`src/rtl/nand_strobe_pkg.sv`:
```
package nand_strobe_pkg;

  localparam int WSU_LSB = 26;
  localparam int WST_LSB = 20;
  localparam int WHD_LSB = 17;
  localparam int RSU_LSB = 13;
  localparam int RST_LSB = 7;
  localparam int RHD_LSB = 4;
  localparam int TA_LSB  = 2;

  localparam int SU_W = 4;
  localparam int ST_W = 6;
  localparam int HD_W = 3;
  localparam int TA_W = 2;
  localparam int CNT_W = ST_W;

  typedef enum logic [1:0] {
    KIND_CMD   = 2'd0,
    KIND_ADDR  = 2'd1,
    KIND_WDATA = 2'd2,
    KIND_RDATA = 2'd3
  } kind_e;

  typedef enum logic [2:0] {
    PH_IDLE, PH_TURN, PH_SETUP, PH_STROBE, PH_HOLD
  } phase_e;

  typedef struct packed {
    logic [SU_W-1:0] wr_setup;
    logic [ST_W-1:0] wr_strobe;
    logic [HD_W-1:0] wr_hold;
    logic [SU_W-1:0] rd_setup;
    logic [ST_W-1:0] rd_strobe;
    logic [HD_W-1:0] rd_hold;
    logic [TA_W-1:0] turn;
  } timing_t;

endpackage

```
`src/rtl/nand_cfg_decode.sv`:
```
module nand_cfg_decode
  import nand_strobe_pkg::*;
(
  input  logic [31:0] cfg_i,
  output timing_t     tm_o,
  output logic        cfg_ok_o
);
  assign tm_o.wr_setup  = cfg_i[WSU_LSB +: SU_W];
  assign tm_o.wr_strobe = cfg_i[WST_LSB +: ST_W];
  assign tm_o.wr_hold   = cfg_i[WHD_LSB +: HD_W];
  assign tm_o.rd_setup  = cfg_i[RSU_LSB +: SU_W];
  assign tm_o.rd_strobe = cfg_i[RST_LSB +: ST_W];
  assign tm_o.rd_hold   = cfg_i[RHD_LSB +: HD_W];
  assign tm_o.turn      = cfg_i[TA_LSB +: TA_W];
  // strobe-mode, wait-extend and bus-size must stay zero
  assign cfg_ok_o = (cfg_i[31:30] == 2'b00) && (cfg_i[1:0] == 2'b00);
endmodule

```
`src/rtl/nand_rb_sync.sv`:
```
module nand_rb_sync #(
  parameter int STAGES = 2
) (
  input  logic clk_i,
  input  logic rst_ni,
  input  logic d_i,
  output logic q_o
);
  logic [STAGES-1:0] sr_q;

  generate
    if (STAGES == 1) begin : g_one
      always_ff @(posedge clk_i or negedge rst_ni)
        if (!rst_ni) sr_q <= '0;
        else         sr_q <= d_i;
    end else begin : g_chain
      always_ff @(posedge clk_i or negedge rst_ni)
        if (!rst_ni) sr_q <= '0;
        else         sr_q <= {sr_q[STAGES-2:0], d_i};
    end
  endgenerate

  assign q_o = sr_q[STAGES-1];
endmodule

```
`src/rtl/nand_phase_seq.sv`:
```
module nand_phase_seq
  import nand_strobe_pkg::*;
#(
  parameter int DW = 8
) (
  input  logic          clk_i,
  input  logic          rst_ni,
  input  timing_t       tm_i,
  input  logic          req_i,
  input  kind_e         kind_i,
  input  logic [DW-1:0] wdata_i,
  input  logic [DW-1:0] dq_i,
  output phase_e        phase_o,
  output kind_e         kind_o,
  output logic [DW-1:0] wdata_o,
  output logic [DW-1:0] rdata_o,
  output logic          ack_o
);
  phase_e           phase_q;
  kind_e            kind_q;
  logic [CNT_W-1:0] cnt_q;
  logic             prev_vld_q, prev_rd_q;
  logic             rd_q, rd_new, sel_rd;
  logic [CNT_W-1:0] su_len, st_len, hd_len, ta_len;

  assign rd_q   = (kind_q == KIND_RDATA);
  assign rd_new = (kind_i == KIND_RDATA);
  assign sel_rd = (phase_q == PH_IDLE) ? rd_new : rd_q;

  always_comb begin
    su_len = sel_rd ? CNT_W'(tm_i.rd_setup)  : CNT_W'(tm_i.wr_setup);
    st_len = sel_rd ? CNT_W'(tm_i.rd_strobe) : CNT_W'(tm_i.wr_strobe);
    hd_len = sel_rd ? CNT_W'(tm_i.rd_hold)   : CNT_W'(tm_i.wr_hold);
    ta_len = CNT_W'(tm_i.turn);
  end

  always_ff @(posedge clk_i or negedge rst_ni) begin
    if (!rst_ni) begin
      phase_q    <= PH_IDLE;
      kind_q     <= KIND_CMD;
      cnt_q      <= '0;
      wdata_o    <= '0;
      rdata_o    <= '0;
      ack_o      <= 1'b0;
      prev_vld_q <= 1'b0;
      prev_rd_q  <= 1'b0;
    end else begin
      ack_o <= 1'b0;
      unique case (phase_q)
        PH_IDLE: if (req_i && !ack_o) begin
          kind_q  <= kind_i;
          wdata_o <= wdata_i;
          if (prev_vld_q && (prev_rd_q != rd_new)) begin
            phase_q <= PH_TURN;
            cnt_q   <= ta_len;
          end else begin
            phase_q <= PH_SETUP;
            cnt_q   <= su_len;
          end
        end
        PH_TURN: if (cnt_q == '0) begin
          phase_q <= PH_SETUP;
          cnt_q   <= su_len;
        end else cnt_q <= cnt_q - 1'b1;
        PH_SETUP: if (cnt_q == '0) begin
          phase_q <= PH_STROBE;
          cnt_q   <= st_len;
        end else cnt_q <= cnt_q - 1'b1;
        PH_STROBE: if (cnt_q == '0) begin
          if (rd_q) rdata_o <= dq_i;   // last strobe cycle
          phase_q <= PH_HOLD;
          cnt_q   <= hd_len;
        end else cnt_q <= cnt_q - 1'b1;
        PH_HOLD: if (cnt_q == '0) begin
          phase_q    <= PH_IDLE;
          ack_o      <= 1'b1;
          prev_vld_q <= 1'b1;
          prev_rd_q  <= rd_q;
        end else cnt_q <= cnt_q - 1'b1;
        default: phase_q <= PH_IDLE;
      endcase
    end
  end

  assign phase_o = phase_q;
  assign kind_o  = kind_q;

  // acknowledge never lasts two cycles
  a_r9_ack_single: assert property (@(posedge clk_i) disable iff (!rst_ni)
    ack_o |=> !ack_o);
  // strobe phase is entered only from setup
  a_r3_strobe_after_setup: assert property (@(posedge clk_i) disable iff (!rst_ni)
    (phase_q == PH_STROBE && $past(phase_q) != PH_STROBE) |-> $past(phase_q) == PH_SETUP);
  // idle turnaround is entered only from idle
  a_r8_turn_from_idle: assert property (@(posedge clk_i) disable iff (!rst_ni)
    (phase_q == PH_TURN && $past(phase_q) != PH_TURN) |-> $past(phase_q) == PH_IDLE);
  // access kind is frozen while the bus is busy
  a_r9_kind_frozen: assert property (@(posedge clk_i) disable iff (!rst_ni)
    (phase_q != PH_IDLE && $past(phase_q) != PH_IDLE) |-> $stable(kind_q));
endmodule

```
`src/rtl/nand_strobe_ctrl.sv`:
```
module nand_strobe_ctrl
  import nand_strobe_pkg::*;
#(
  parameter int DW        = 8,
  parameter int RB_STAGES = 2
) (
  input  logic          clk_i,
  input  logic          rst_ni,
  input  logic [31:0]   cfg_i,
  input  logic          req_i,
  input  logic [1:0]    kind_i,
  input  logic [DW-1:0] wdata_i,
  output logic          ack_o,
  output logic [DW-1:0] rdata_o,
  output logic          ready_o,
  output logic          nand_ce_no,
  output logic          nand_we_no,
  output logic          nand_re_no,
  output logic          nand_cle_o,
  output logic          nand_ale_o,
  output logic [DW-1:0] nand_dq_o,
  output logic          nand_dq_oe_o,
  input  logic [DW-1:0] nand_dq_i,
  input  logic          nand_rb_i
);
  timing_t tm;
  logic    cfg_ok;
  phase_e  phase;
  kind_e   kind_q;
  logic    active, strobe, rd;

  nand_cfg_decode u_dec (
    .cfg_i    (cfg_i),
    .tm_o     (tm),
    .cfg_ok_o (cfg_ok)
  );

  nand_phase_seq #(.DW(DW)) u_seq (
    .clk_i   (clk_i),
    .rst_ni  (rst_ni),
    .tm_i    (tm),
    .req_i   (req_i),
    .kind_i  (kind_e'(kind_i)),
    .wdata_i (wdata_i),
    .dq_i    (nand_dq_i),
    .phase_o (phase),
    .kind_o  (kind_q),
    .wdata_o (nand_dq_o),
    .rdata_o (rdata_o),
    .ack_o   (ack_o)
  );

  nand_rb_sync #(.STAGES(RB_STAGES)) u_rb (
    .clk_i  (clk_i),
    .rst_ni (rst_ni),
    .d_i    (nand_rb_i),
    .q_o    (ready_o)
  );

  assign active = (phase == PH_SETUP) || (phase == PH_STROBE) || (phase == PH_HOLD);
  assign strobe = (phase == PH_STROBE);
  assign rd     = (kind_q == KIND_RDATA);

  assign nand_ce_no   = !active;
  assign nand_we_no   = !(strobe && !rd);
  assign nand_re_no   = !(strobe && rd);
  assign nand_cle_o   = active && (kind_q == KIND_CMD);
  assign nand_ale_o   = active && (kind_q == KIND_ADDR);
  assign nand_dq_oe_o = active && !rd;

  // only legal configuration words are used when a request is taken
  a_r2_cfg_legal: assert property (@(posedge clk_i) disable iff (!rst_ni)
    (phase == PH_IDLE && req_i && !ack_o) |-> cfg_ok);
  // write strobe only inside chip enable
  a_r3_we_in_ce: assert property (@(posedge clk_i) disable iff (!rst_ni)
    !nand_we_no |-> !nand_ce_no);
  // never both strobes
  a_r4_one_strobe: assert property (@(posedge clk_i) disable iff (!rst_ni)
    $countones({!nand_we_no, !nand_re_no}) <= 1);
  // latch enables are exclusive
  a_r5_latch_excl: assert property (@(posedge clk_i) disable iff (!rst_ni)
    $onehot0({nand_cle_o, nand_ale_o}));
  // chip enable releases together with the acknowledge
  a_r9_ce_release_ack: assert property (@(posedge clk_i) disable iff (!rst_ni)
    $rose(nand_ce_no) |-> ack_o);
  // bus never driven while reading
  a_r6_no_drive_on_read: assert property (@(posedge clk_i) disable iff (!rst_ni)
    !nand_re_no |-> !nand_dq_oe_o);
endmodule

```
`config.mk`:
```
export PLATFORM = sky130hd
export DESIGN_NAME = nand_strobe_ctrl
export DESIGN_NICKNAME = d
export VERILOG_FILES = /design/src/rtl/nand_strobe_pkg.sv /design/src/rtl/nand_cfg_decode.sv /design/src/rtl/nand_rb_sync.sv /design/src/rtl/nand_phase_seq.sv /design/src/rtl/nand_strobe_ctrl.sv
export SDC_FILE = /design/constraint.sdc
export NUM_CORES = 1
export LEC_CHECK = 0
export ABC_AREA = 1
export CORE_MARGIN = 2
export CORE_UTILIZATION = 65
export CTS_CLUSTER_DIAMETER = 50
export DETAILED_ROUTE_END_ITERATION = 10
export DONT_BUFFER_PORTS = 1
export HOLD_SLACK_MARGIN = 0.02
export PLACE_DENSITY = 0.81
export SYNTH_ARGS = -nofsm -noshare
export SYNTH_HDL_FRONTEND = slang
export SYNTH_HIERARCHICAL = 1
export SYNTH_SLANG_ARGS = --single-unit
```
`constraint.sdc`:
```
create_clock -name clk_i -period 4.03 [get_ports clk_i]
set_input_delay 0.6045 -clock clk_i [delete_from_list [all_inputs] [get_ports clk_i]]
set_output_delay 0.6045 -clock clk_i [all_outputs]
set_load 0.005 [all_outputs]
```
==> impl_metrics.toml <==
[worst_setup_path]
crit_fanout = 14
crit_path_top_delay_cell = "dfrtp_1"
cp_data_arrival_time_ps = 2220
cp-start-kind = "register"
cp-end-kind = "register"
worstPathBufferInverterCount = 0
slowest_delay_ps = 460
path_cells = "nor2_2 -> nand2_2 -> nand2_1 -> nand2_2 -> nand2_1 -> a21oi_1 -> or2_0 -> nor2_1 -> nor2_1"
reg2reg_slack_ps = 2020
cp.required_ps = 4250
critPathKind = "register to register"
path_delay_family = "simple AND/OR/NAND/NOR gates"

[power]
p_total_mw = 1.66
power_density_nw_per_um2 = 789
irDropWorstVdd_uv = 414
p_leak_nw = 1.08

[outcome]
status = "complete, no violations"

[placement]
gp_congestion = 0.856
detailed_place_hpwl_um = 3000
dpl.cell_count = 301
portBuffers = 0

[floorplan]
rows = 21
die_h_um = 62.0
die_x_um = 62.0
core_area_sq_um = 3280
initial_utilization_pct = 66.6
io_pins = 78
die-area_sq_um = 3850

[drt]
post-route-drc-count = 0
drt-vias-per-instance = 5.26
drt-initial-drc-count = 54
routedWlPerCell_um = 12.5
wl_um = 3890
via_count = 1631
drt.antenna.violating_nets = 0
firstDrtPassIters = 4

[cts]
cts_setup_buffers = 0
clock_latency_ps = 330
cts_tree = "done"
cts_buffers = 5
cts.clk_slew.worst_paths_ps = 90
cts.htree.levels = 2
post_cts_resize_count = 0
cts_buffer_depth = 2
cts_root_buf = "clkbuf_4"
clock_sinks = 32
ctsHoldBuffers = 1

[timing]
fin_setup_tns_ps = 0
worstMarginPinSlew_ps = 656
hold_ws_ps = 88.3
finalSetupViolations = 0
hold_viol = 0
fin_crit_sh_pct = 49.8
skew_ps = 9.19
slew_headroom_pct = 55.9
rsz0062_at_grt = "no"
period_minus_slack_ps = 2010
fmax_mhz = 499
slew_viol_final = 0

[logic_synthesis]
netlist_instances = 285
synth_nets = 340
syn_area_sq_um = 2190
yosysWarningCount = 6
syn_area_per_cell_sq_um = 7.68

[grt]
grt_pass1_wl_um = 6050
grt_pass1_vias = 1500
antenna_found_initial = 0
grt_start_max_net_pins = 33
grt_use_total_pct = 21.9
grt_overflow = 0

[cells_and_area]
n_antenna_cell = 0
drive_gt1_share_pct = 15.9
fin_cells = 310
nNetsFinal = 318
area_delta_synth_final_pct = -3.83

[flow_run]
max-cap-violations = 0

[min_path]
worstHoldPathType = "input pin to async pin"
cell usage in the layout, fill, tap and decap left out, drive strengths merged, types with 2 or more instances in the layout:
master,instances
clkbuf,8
inv,45
nor2,20
a21oi,8
nand3,49
or2,5
nand2,54
xor2,2
o21ai,9
dfrtp,32
nor3,3
nand3b,4
mux2,18
flip-flops by register name (all words and copies together) (netlist names):
register	cells
u_seq/rdata_o	8
u_seq/phase_o	3
u_seq/prev_vld_q	1
u_seq/ack_o	1
u_seq/prev_rd_q	1
u_seq/kind_o	2
u_rb/sr_q	2
u_seq/wdata_o	8
u_seq/cnt_q	6
final timing paths:
check | from | endpoint | cells after the start
worst max-delay path | u_seq/phase_o[0] | u_seq/cnt_q[3] | 9
worst min register to register | u_rb/sr_q[0] | u_rb/sr_q[1] | 0
worst max register to register | u_seq/phase_o[0] | u_seq/cnt_q[3] | 9
worst min-delay path | rst_ni | u_seq/prev_rd_q | 1
max in group asynchronous | rst_ni | u_seq/rdata_o[0] | 1
min in group clk_i | nand_rb_i | u_rb/sr_q[0] | 0
worst register-to-register path: cells and delay by family, from the launching register on:
family | cells | cell delay [ps]
compound gates | 1 | 60
flops | 1 | 460
simple gates | 8 | 1380
metrics by stage:
stage	area [sq um]	util [%]	worst slack, ps
global placement	2030	61.7	2030
detailed placement	2030	61.7	2030
floorplan	2190	-	2430
finish	2100	64.1	2020
CTS	2100	64.1	2050
global route	2100	64.1	1770
per-layer routing:
metal	GRT usage, %	vias up	part of all wire (%)
li1	-	840	-
met4	9.42	0	1.5
met3	6.83	5	9.2
met5	0	-	0
met1	26.4	718	43
met2	36.2	68	46
final cells by class:
type / instances / area (sq um)
fill: 293 / 1180
multi-input combinational: 177 / 995
clock buffer: 8 / 58.8
tap: 46 / 57.6
inverter: 46 / 173
sequential: 32 / 801
timing repair buffer: 1 / 20.0
power breakdown:
group          switching, mW  internal [mW]  total [mW]
combinational          0.570          0.341       0.910
sequential             0.108          0.458       0.566
clock                 0.0977         0.0860       0.184
(Power assumes the default switching activity.)
